`src/rtl/dma_eng_pkg.sv`:
```
// Package: shared codes and small helpers for the DMA transfer engine.
// Assumes callers pass the raw 2-bit mode and width codes from configuration.
package dma_eng_pkg;

    typedef enum logic [1:0] {
        ST_IDLE  = 2'd0,
        ST_READ  = 2'd1,
        ST_WRITE = 2'd2
    } seq_state_e;

    localparam logic [1:0] AM_INC   = 2'b00;
    localparam logic [1:0] AM_RSV   = 2'b01;
    localparam logic [1:0] AM_FIXED = 2'b10;
    localparam logic [1:0] AM_WRAP  = 2'b11;

    localparam logic [1:0] BW_WORD = 2'b00;
    localparam logic [1:0] BW_BYTE = 2'b01;
    localparam logic [1:0] BW_HALF = 2'b10;

    // Bus size code for a width code; the reserved code behaves as a word.
    function automatic logic [1:0] width_size(input logic [1:0] w);
        case (w)
            BW_BYTE: return 2'd0;
            BW_HALF: return 2'd1;
            default: return 2'd2;
        endcase
    endfunction

    // Address step in bytes for a width code.
    function automatic logic [2:0] width_step(input logic [1:0] w);
        case (w)
            BW_BYTE: return 3'd1;
            BW_HALF: return 3'd2;
            default: return 3'd4;
        endcase
    endfunction

endpackage

```
`src/rtl/dma_addr_track.sv`:
```
// Module: dma_addr_track
// Holds one side's current address. Priority: clear, load, reload, advance.
// Assumes the advance request comes only after an error-free write.
module dma_addr_track
    import dma_eng_pkg::*;
#(
    parameter int AW = 32
) (
    input  logic          clk,
    input  logic          rst_n,
    input  logic          clear,
    input  logic          load,
    input  logic          reload,
    input  logic          advance,
    input  logic [1:0]    mode,
    input  logic [2:0]    step,
    input  logic [AW-1:0] base,
    output logic [AW-1:0] cur
);

    logic moves;
    assign moves = (mode != AM_FIXED);

    // Current address register update.
    always_ff @(posedge clk) begin
        if (!rst_n)                 cur <= '0;
        else if (clear)             cur <= '0;
        else if (load || reload)    cur <= base;
        else if (advance && moves)  cur <= cur + AW'(step);
    end

endmodule

```
`src/rtl/dma_beat_count.sv`:
```
// Module: dma_beat_count
// Remaining item counter. Priority: clear, load/reload, decrement.
// Assumes decrement is never requested at zero (the sequencer reloads or stops).
module dma_beat_count #(
    parameter int CW = 16
) (
    input  logic          clk,
    input  logic          rst_n,
    input  logic          clear,
    input  logic          load,
    input  logic          dec,
    input  logic [CW-1:0] value,
    output logic [CW-1:0] cur
);

    // Remaining count register update.
    always_ff @(posedge clk) begin
        if (!rst_n)      cur <= '0;
        else if (clear)  cur <= '0;
        else if (load)   cur <= value;
        else if (dec)    cur <= cur - CW'(1);
    end

endmodule

```
`src/rtl/dma_seq_fsm.sv`:
```
// Module: dma_seq_fsm
// Sequencer: read-then-write items, completion, wrap restart, disable,
// error lock and the timed engine reset. Drives the bus master signals.
// Assumes m_ack/m_err come only while m_req is high, one cycle per access.
module dma_seq_fsm
    import dma_eng_pkg::*;
#(
    parameter int AW         = 32,
    parameter int DW         = 32,
    parameter int CW         = 16,
    parameter int RST_CYCLES = 4
) (
    input  logic          clk,
    input  logic          rst_n,
    input  logic          enable,
    input  logic          start,
    input  logic          sw_reset,
    input  logic [1:0]    src_mode,
    input  logic [1:0]    dst_mode,
    input  logic [1:0]    width,
    input  logic [CW-1:0] cfg_count,
    input  logic [AW-1:0] cur_src,
    input  logic [AW-1:0] cur_dst,
    input  logic [CW-1:0] cur_count,
    output logic          m_req,
    output logic          m_we,
    output logic [AW-1:0] m_addr,
    output logic [1:0]    m_size,
    output logic [DW-1:0] m_wdata,
    input  logic          m_ack,
    input  logic          m_err,
    input  logic [DW-1:0] m_rdata,
    output logic          ctl_clear,
    output logic          ctl_load,
    output logic          ctl_advance,
    output logic          ctl_reload_src,
    output logic          ctl_reload_dst,
    output logic          ctl_reload_cnt,
    output logic          ctl_dec,
    output logic          xfer_active,
    output logic          soft_rst_busy,
    output logic          evt_done,
    output logic          evt_abort
);

    localparam int RCW = $clog2(RST_CYCLES + 1);

    seq_state_e    state;
    logic          armed;
    logic          locked;
    logic [RCW-1:0] rst_cnt;
    logic [DW-1:0] data_buf;

    logic          wrap_any;
    logic          last_item;
    logic          start_ok;
    logic          wr_ok;
    logic          wrap_point;
    logic [DW-1:0] data_mask;

    // Decode of the current condition.
    always_comb begin
        wrap_any   = (src_mode == AM_WRAP) || (dst_mode == AM_WRAP);
        last_item  = (cur_count == CW'(1));
        start_ok   = start && enable && !armed && !locked && !soft_rst_busy
                     && (cfg_count != '0) && (state == ST_IDLE) && !sw_reset;
        wr_ok      = (state == ST_WRITE) && m_ack && !m_err && !sw_reset;
        wrap_point = wr_ok && last_item && wrap_any;
        case (width)
            BW_BYTE: data_mask = DW'(8'hFF);
            BW_HALF: data_mask = DW'(16'hFFFF);
            default: data_mask = '1;
        endcase
    end

    // Control strobes to the address trackers and the counter.
    always_comb begin
        ctl_clear      = sw_reset;
        ctl_load       = start_ok;
        ctl_advance    = wr_ok;
        ctl_reload_src = wrap_point && (src_mode == AM_WRAP);
        ctl_reload_dst = wrap_point && (dst_mode == AM_WRAP);
        ctl_reload_cnt = wrap_point;
        ctl_dec        = wr_ok && !wrap_point;
    end

    // Bus master outputs follow the state.
    always_comb begin
        m_req         = (state != ST_IDLE);
        m_we          = (state == ST_WRITE);
        m_addr        = (state == ST_WRITE) ? cur_dst : cur_src;
        m_size        = width_size(width);
        m_wdata       = data_buf;
        xfer_active   = armed;
        soft_rst_busy = (rst_cnt != '0);
    end

    // Sequencer state, lock, reset timer, data buffer and event pulses.
    always_ff @(posedge clk) begin
        if (!rst_n) begin
            state     <= ST_IDLE;
            armed     <= 1'b0;
            locked    <= 1'b0;
            rst_cnt   <= '0;
            data_buf  <= '0;
            evt_done  <= 1'b0;
            evt_abort <= 1'b0;
        end else begin
            evt_done  <= 1'b0;
            evt_abort <= 1'b0;
            if (sw_reset) begin
                state    <= ST_IDLE;
                armed    <= 1'b0;
                locked   <= 1'b0;
                data_buf <= '0;
                rst_cnt  <= RCW'(RST_CYCLES);
            end else begin
                if (soft_rst_busy) rst_cnt <= rst_cnt - RCW'(1);
                case (state)
                    ST_IDLE: begin
                        if (start_ok) begin
                            state <= ST_READ;
                            armed <= 1'b1;
                        end else if (!enable) begin
                            armed <= 1'b0;
                        end
                    end
                    ST_READ: begin
                        if (m_ack) begin
                            if (m_err) begin
                                evt_abort <= 1'b1;
                                locked    <= 1'b1;
                                armed     <= 1'b0;
                                state     <= ST_IDLE;
                            end else if (!enable) begin
                                armed <= 1'b0;
                                state <= ST_IDLE;
                            end else begin
                                data_buf <= m_rdata & data_mask;
                                state    <= ST_WRITE;
                            end
                        end
                    end
                    ST_WRITE: begin
                        if (m_ack) begin
                            if (m_err) begin
                                evt_abort <= 1'b1;
                                locked    <= 1'b1;
                                armed     <= 1'b0;
                                state     <= ST_IDLE;
                            end else if (last_item && !wrap_any) begin
                                evt_done <= 1'b1;
                                armed    <= 1'b0;
                                state    <= ST_IDLE;
                            end else begin
                                if (last_item) evt_done <= 1'b1;
                                if (enable) begin
                                    state <= ST_READ;
                                end else begin
                                    armed <= 1'b0;
                                    state <= ST_IDLE;
                                end
                            end
                        end
                    end
                    default: state <= ST_IDLE;
                endcase
            end
        end
    end

    // a pending request keeps its address and direction until answered.
    a_r3_hold_request: assert property (@(posedge clk) disable iff (!rst_n)
        (m_req && !m_ack && !sw_reset) |=> (m_req && $stable(m_addr) && $stable(m_we)));

    // no bus activity while the engine reset runs.
    a_r11_quiet_in_reset: assert property (@(posedge clk) disable iff (!rst_n)
        soft_rst_busy |-> !m_req);

    // an abort leaves the engine idle and disarmed.
    a_r10_abort_idle: assert property (@(posedge clk) disable iff (!rst_n)
        evt_abort |-> (!m_req && !xfer_active));

    // a locked engine never runs.
    a_r10_lock_blocks: assert property (@(posedge clk) disable iff (!rst_n)
        locked |-> !xfer_active);

    // completion and abort never coincide.
    a_r7_done_not_abort: assert property (@(posedge clk) disable iff (!rst_n)
        !(evt_done && evt_abort));

endmodule

```
`src/rtl/dma_xfer_engine.sv`:
```
// Module: dma_xfer_engine (top)
// Single-channel DMA engine: sequencer, two address trackers, item counter.
// Assumes configuration inputs are steady while an item is in flight.
module dma_xfer_engine
    import dma_eng_pkg::*;
#(
    parameter int AW         = 32,
    parameter int DW         = 32,
    parameter int CW         = 16,
    parameter int RST_CYCLES = 4
) (
    input  logic          clk,
    input  logic          rst_n,
    input  logic          chan_en,
    input  logic          start,
    input  logic          sw_reset,
    input  logic [1:0]    src_mode,
    input  logic [1:0]    dst_mode,
    input  logic [1:0]    width,
    input  logic [AW-1:0] src_base,
    input  logic [AW-1:0] dst_base,
    input  logic [CW-1:0] xfer_count,
    output logic [AW-1:0] cur_src,
    output logic [AW-1:0] cur_dst,
    output logic [CW-1:0] cur_count,
    output logic          xfer_active,
    output logic          soft_rst_busy,
    output logic          m_req,
    output logic          m_we,
    output logic [AW-1:0] m_addr,
    output logic [1:0]    m_size,
    output logic [DW-1:0] m_wdata,
    input  logic          m_ack,
    input  logic          m_err,
    input  logic [DW-1:0] m_rdata,
    output logic          evt_done,
    output logic          evt_abort
);

    localparam int NSIDE = 2;

    logic          ctl_clear, ctl_load, ctl_advance;
    logic          ctl_reload_src, ctl_reload_dst, ctl_reload_cnt, ctl_dec;
    logic [2:0]    step;
    logic [1:0]    side_mode   [NSIDE];
    logic [AW-1:0] side_base   [NSIDE];
    logic          side_reload [NSIDE];
    logic [AW-1:0] side_cur    [NSIDE];

    // Per-side inputs gathered for the tracker array.
    always_comb begin
        step           = width_step(width);
        side_mode[0]   = src_mode;
        side_mode[1]   = dst_mode;
        side_base[0]   = src_base;
        side_base[1]   = dst_base;
        side_reload[0] = ctl_reload_src;
        side_reload[1] = ctl_reload_dst;
        cur_src        = side_cur[0];
        cur_dst        = side_cur[1];
    end

    for (genvar s = 0; s < NSIDE; s++) begin : g_side
        dma_addr_track #(.AW(AW)) u_track (
            .clk     (clk),
            .rst_n   (rst_n),
            .clear   (ctl_clear),
            .load    (ctl_load),
            .reload  (side_reload[s]),
            .advance (ctl_advance),
            .mode    (side_mode[s]),
            .step    (step),
            .base    (side_base[s]),
            .cur     (side_cur[s])
        );
    end

    dma_beat_count #(.CW(CW)) u_count (
        .clk   (clk),
        .rst_n (rst_n),
        .clear (ctl_clear),
        .load  (ctl_load || ctl_reload_cnt),
        .dec   (ctl_dec),
        .value (xfer_count),
        .cur   (cur_count)
    );

    dma_seq_fsm #(.AW(AW), .DW(DW), .CW(CW), .RST_CYCLES(RST_CYCLES)) u_seq (
        .clk            (clk),
        .rst_n          (rst_n),
        .enable         (chan_en),
        .start          (start),
        .sw_reset       (sw_reset),
        .src_mode       (src_mode),
        .dst_mode       (dst_mode),
        .width          (width),
        .cfg_count      (xfer_count),
        .cur_src        (cur_src),
        .cur_dst        (cur_dst),
        .cur_count      (cur_count),
        .m_req          (m_req),
        .m_we           (m_we),
        .m_addr         (m_addr),
        .m_size         (m_size),
        .m_wdata        (m_wdata),
        .m_ack          (m_ack),
        .m_err          (m_err),
        .m_rdata        (m_rdata),
        .ctl_clear      (ctl_clear),
        .ctl_load       (ctl_load),
        .ctl_advance    (ctl_advance),
        .ctl_reload_src (ctl_reload_src),
        .ctl_reload_dst (ctl_reload_dst),
        .ctl_reload_cnt (ctl_reload_cnt),
        .ctl_dec        (ctl_dec),
        .xfer_active    (xfer_active),
        .soft_rst_busy  (soft_rst_busy),
        .evt_done       (evt_done),
        .evt_abort      (evt_abort)
    );

    // an accepted write that is not the last one takes one off the count.
    a_r6_count_steps: assert property (@(posedge clk) disable iff (!rst_n)
        (m_req && m_we && m_ack && !m_err && !sw_reset && cur_count != CW'(1))
        |=> (cur_count == $past(cur_count) - CW'(1)));

    // a fixed source address does not move on an accepted write.
    a_r5_fixed_src: assert property (@(posedge clk) disable iff (!rst_n)
        (m_req && m_we && m_ack && !m_err && !sw_reset && src_mode == AM_FIXED)
        |=> (cur_src == $past(cur_src)));

    // the wrap point reloads the remaining count from the programmed count.
    a_r8_wrap_reload: assert property (@(posedge clk) disable iff (!rst_n)
        (m_req && m_we && m_ack && !m_err && !sw_reset && cur_count == CW'(1)
         && (src_mode == AM_WRAP || dst_mode == AM_WRAP))
        |=> (cur_count == $past(xfer_count) && evt_done));

endmodule

```
`config.mk`:
```
export PLATFORM = sky130hd
export DESIGN_NAME = dma_xfer_engine
export DESIGN_NICKNAME = d
export VERILOG_FILES = /design/src/rtl/dma_eng_pkg.sv /design/src/rtl/dma_addr_track.sv /design/src/rtl/dma_beat_count.sv /design/src/rtl/dma_seq_fsm.sv /design/src/rtl/dma_xfer_engine.sv
export SDC_FILE = /design/constraint.sdc
export NUM_CORES = 1
export LEC_CHECK = 0
export BUFFER_PORTS_ARGS = -buffer_cell sky130_fd_sc_hd__buf_2
export CELL_PAD_IN_SITES_DETAIL_PLACEMENT = 1
export CELL_PAD_IN_SITES_GLOBAL_PLACEMENT = 1
export CORE_MARGIN = 2
export CORE_UTILIZATION = 37
export DETAILED_ROUTE_END_ITERATION = 10
export GPL_TIMING_DRIVEN = 1
export HOLD_SLACK_MARGIN = 0.02
export PLACE_DENSITY = 0.87
export SETUP_SLACK_MARGIN = 0.4
export SLEW_MARGIN = 20
export SYNTH_ARGS = -nofsm -noshare
export SYNTH_HDL_FRONTEND = slang
export SYNTH_SLANG_ARGS = --single-unit
```
`constraint.sdc`:
```
create_clock -name clk -period 7.4 [get_ports clk]
set_input_delay 1.48 -clock clk [delete_from_list [all_inputs] [get_ports clk]]
set_output_delay 1.48 -clock clk [all_outputs]
set_load 0.05 [all_outputs]
```
==> results by group <==
Run status
  – Outcome: complete, no violations

Timing
  – Minimum clock period after layout: 4.50 ns
  – Headroom to the max-slew limit: 0.250
  – Measured slew at the worst slew-check pin: 1.13 ns
  – Count of pins over their slew limit: 0
  – Final Hold Vio Count: 0
  – Share of the clock period used by the worst path after layout: 0.608
  – Setup tns final: 0 ns
  – Number of setup violations in the final report: 0
  – RSZ-0062 raised after global routing: false
  – Achievable Freq: 0.222 GHz
  – Crit path setup slack, layout: 2.90 ns
  – Post-Route Skew: 0.0137 ns

Die
  – Die footprint: 19100 sq um
  – Vert. Die Dim: 138 um
  – Starting Density: 0.374
  – Top-level port count: 277
  – Row count: about 50
  – Placeable core region: 17800 sq um
  – Die Span X: 138 um

Run
  – Number of max-capacitance violations reported: 0

Pwr
  – Part of the total power dissipated in combinational logic: 0.112
  – Static Leak: 3.69 nW
  – Largest vdd supply drop: 0.000156 V
  – Internal power: 1.31 mW
  – Pwr per Cell Area: around 200 nW/um^2
  – Sequential share of power: 0.385
  – Sw Share: 0.257
  – Part of the total power dissipated in the clock network: 0.503
  – Net Switching: 0.453 mW

GRT
  – Initial antenna violation count: 4
  – Number of global-route vias before repair: about 7000
  – First-pass GRT wire length: just under 40000 um
  – Total track usage: 0.248
  – Largest net degree at the start of global routing: 65
  – Overflow after GRT: 0

Layout
  – Nets@finish: 1221
  – Most common library cell in the layout ignoring fill and taps: buf_2
  – Final non-filler cell total: 1324
  – Most used cells in the layout excluding fill and tap cells: buf_2, dfxtp_1, a21oi_1, o21ai_0, nand2_1
  – Layout cell share with drive strength beyond 1: 0.326
  – Final core area utilization: 0.494
  – Layout overhead on the synthesized area: 32.4%

Place
  – Buffers added on ports: between 200 and 300
  – Detailed placer's ending HPWL: 17300 um
  – Placer congestion estimate: approximately 0.85
  – Inst Count DP: about 1300
  – Pre-CTS WS: roughly 2.8 ns

Setup path
  – CP Launch Type: input pin
  – Endpoint class of the critical path: primary output
  – Largest fanout on the critical path: 28
  – Required time of the critical path: 5.92 ns
  – Capture point of the critical path: m_size[1]
  – Crit. Startpoint: width[0]
  – Slack of the worst reg-to-reg path: 3.82 ns
  – R2R cell count: 8
  – Worst r2r dst: g_side[0].u_track.cur[26]$_SDFFE_PP0P_
  – R2r startpoint: u_seq.state[0]$_SDFFE_PP0P_
  – Data arrival time of the worst path: 3.02 ns
  – Critical Setup Path Class: input pin to primary output

Clocking
  – Number of hold buffers added after cts: 0
  – Number of setup buffers added after CTS: 0
  – Post_cts resized: 0
  – Maximum clock insertion buffer count: 2
  – CTS tree: yes
  – Number of clock sinks: 121
  – Clk root buf: clkbuf_16
  – Insertion delay of the later-clocked pin in the worst-skew pair: 0.43 ns
  – Num CTS Buffers: 17
  – Deepest level of the CTS H-tree: 4
  – Clock transition at path regs: around 0.050 ns

Route
  – ANT nets after route: 0
  – Drt via density: 5.38
  – Detailed Route WL: 24200 um
  – 1st-pass router iterations: 4
  – Drt initial violations: 315
  – Vias after detailed routing: 7128
  – WL/cell: 18.3 um
  – Number of remaining DRC errors: 0

Synth
  – Register area share after synthesis: 0.363
  – Number of enable flip-flop cells after synthesis: 0
  – Synthesized instance count: 829
  – Synthesized net count: just under 1000
  – Total of flip-flops plus latches after synthesis: 121
  – Prevailing post-synth register cell: dfxtp_1
  – Cell area after technology mapping: 6660 sq um
  – Fraction of registers with async set or reset after synthesis: 0
  – Mapped Avg Cell Area: 8.04 sq um
  – Number of warnings printed during yosys synthesis: 0
  – Number of distinct standard cells referenced by the synthesized netlist: 59

Worst hold path
  – Hold Crit Class: register to register
  – Start point of the worst hold path: u_seq.m_wdata[19]$_SDFFE_PP0P_
## synthesized netlist by cell type, types with 2 or more instances
library cell	number	area [sq um]
a211oi_1	11	82.6
a21oi_1	100	500
a311oi_1	5	43.8
a31oi_1	5	31.3
a31oi_2	2	25.0
and2_1	4	25.0
and3_1	8	50.1
and4_1	3	26.3
buf_2	7	35.0
clkbuf_1	42	158
dfxtp_1	121	2420
ha_1	17	213
inv_1	31	116
mux2_2	22	248
mux2i_1	4	40.0
nand2_1	82	308
nand2b_1	5	31.3
nand3_1	45	225
nand3b_1	8	60.1
nand4_1	14	87.6
nor2_1	57	214
nor2b_1	4	25.0
nor3_1	22	110
nor3_2	4	40.0
nor4_1	6	37.5
nor4_4	4	85.1
o21a_1	2	15.0
o21ai_0	84	420
o32ai_1	2	17.5
or2_2	2	12.5
or3_1	6	37.5
or4_1	2	15.0
xnor2_1	49	429
xor2_1	24	210
## how the worst min path moves through the flow
| stage | to | cells past startpoint | slack [ns] |
|---|---|---|---|
| after floorplan | u_seq.locked$_SDFFE_PP0P_ | 2 | 0.43 |
| after global placement | u_seq.m_wdata[18]$_SDFFE_PP0P_ | 2 | 0.44 |
| after detailed placement | u_seq.m_wdata[23]$_SDFFE_PP0P_ | 2 | 0.44 |
| after CTS | u_seq.m_wdata[19]$_SDFFE_PP0P_ | 2 | 0.45 |
| after global routing | u_seq.m_wdata[23]$_SDFFE_PP0P_ | 2 | 0.46 |
| final | u_seq.m_wdata[19]$_SDFFE_PP0P_ | 2 | 0.45 |
## cell families after synthesis
group	count (synthesis)	synth area share
simple gates	286	0.229
compound gates	222	0.185
flops	121	0.363
buf+inv	83	0.0498
xor+xnor	73	0.0959
mux	26	0.0432
fa+ha+maj	18	0.0334
## power groups by stage
| stage | registers [mW] | clock network [mW] | logic, mW |
|---|---|---|---|
| after CTS | 0.677 | 0.899 | 0.197 |
| after floorplan | 0.717 | 0 | 0.0930 |
| after global routing | 0.679 | 0.928 | 0.212 |
| final | 0.677 | 0.886 | 0.196 |
| after detailed placement | 0.691 | 0 | 0.195 |
| after global placement | 0.690 | 0 | 0.191 |
## through the flow
step           power, mW  hold WS, ns  cell area [sq um]
2_1_floorplan      0.810        0.425               6660
3_3_place_gp       0.881        0.435               8200
3_5_place_dp       0.886        0.442               8200
4_1_cts             1.77        0.449               8810
5_1_grt             1.82        0.461               8820
6_report            1.76        0.446               8820
## metal layers
layer	vias up	global-route usage	part of all wire
li1	3422	-	-
met4	2	0.0892	0.024
met2	251	0.421	0.49
met3	44	0.0655	0.064
met5	-	0	0.00045
met1	3409	0.303	0.42
## area by class of cell
type	count	area (sq um)
clock inverter	8	143
fill	2254	9020
inverter	31	116
sequential	121	2420
tap	229	287
multi-input combinational	625	3940
timing repair buffer	283	1430
antenna	3	7.51
clock buffer	24	472
## critical path: stages
cell and delay, ns:
buf_2 0.11, inv_1 0.06, ha_1 0.95, buf_2 0.41
## state kept, by name, summed over array words and instances, names as in the netlist
| name | cells |
|---|---|
| g_side.u_track.cur | 64 |
| u_seq.m_wdata | 32 |
| u_count.cur | 16 |
| u_seq.rst_cnt | 3 |
| u_seq.state | 2 |
| u_seq.evt_abort | 1 |
| u_seq.evt_done | 1 |
| u_seq.locked | 1 |
| u_seq.xfer_active | 1 |
Note: power is estimated with default switching activity, not from simulation.
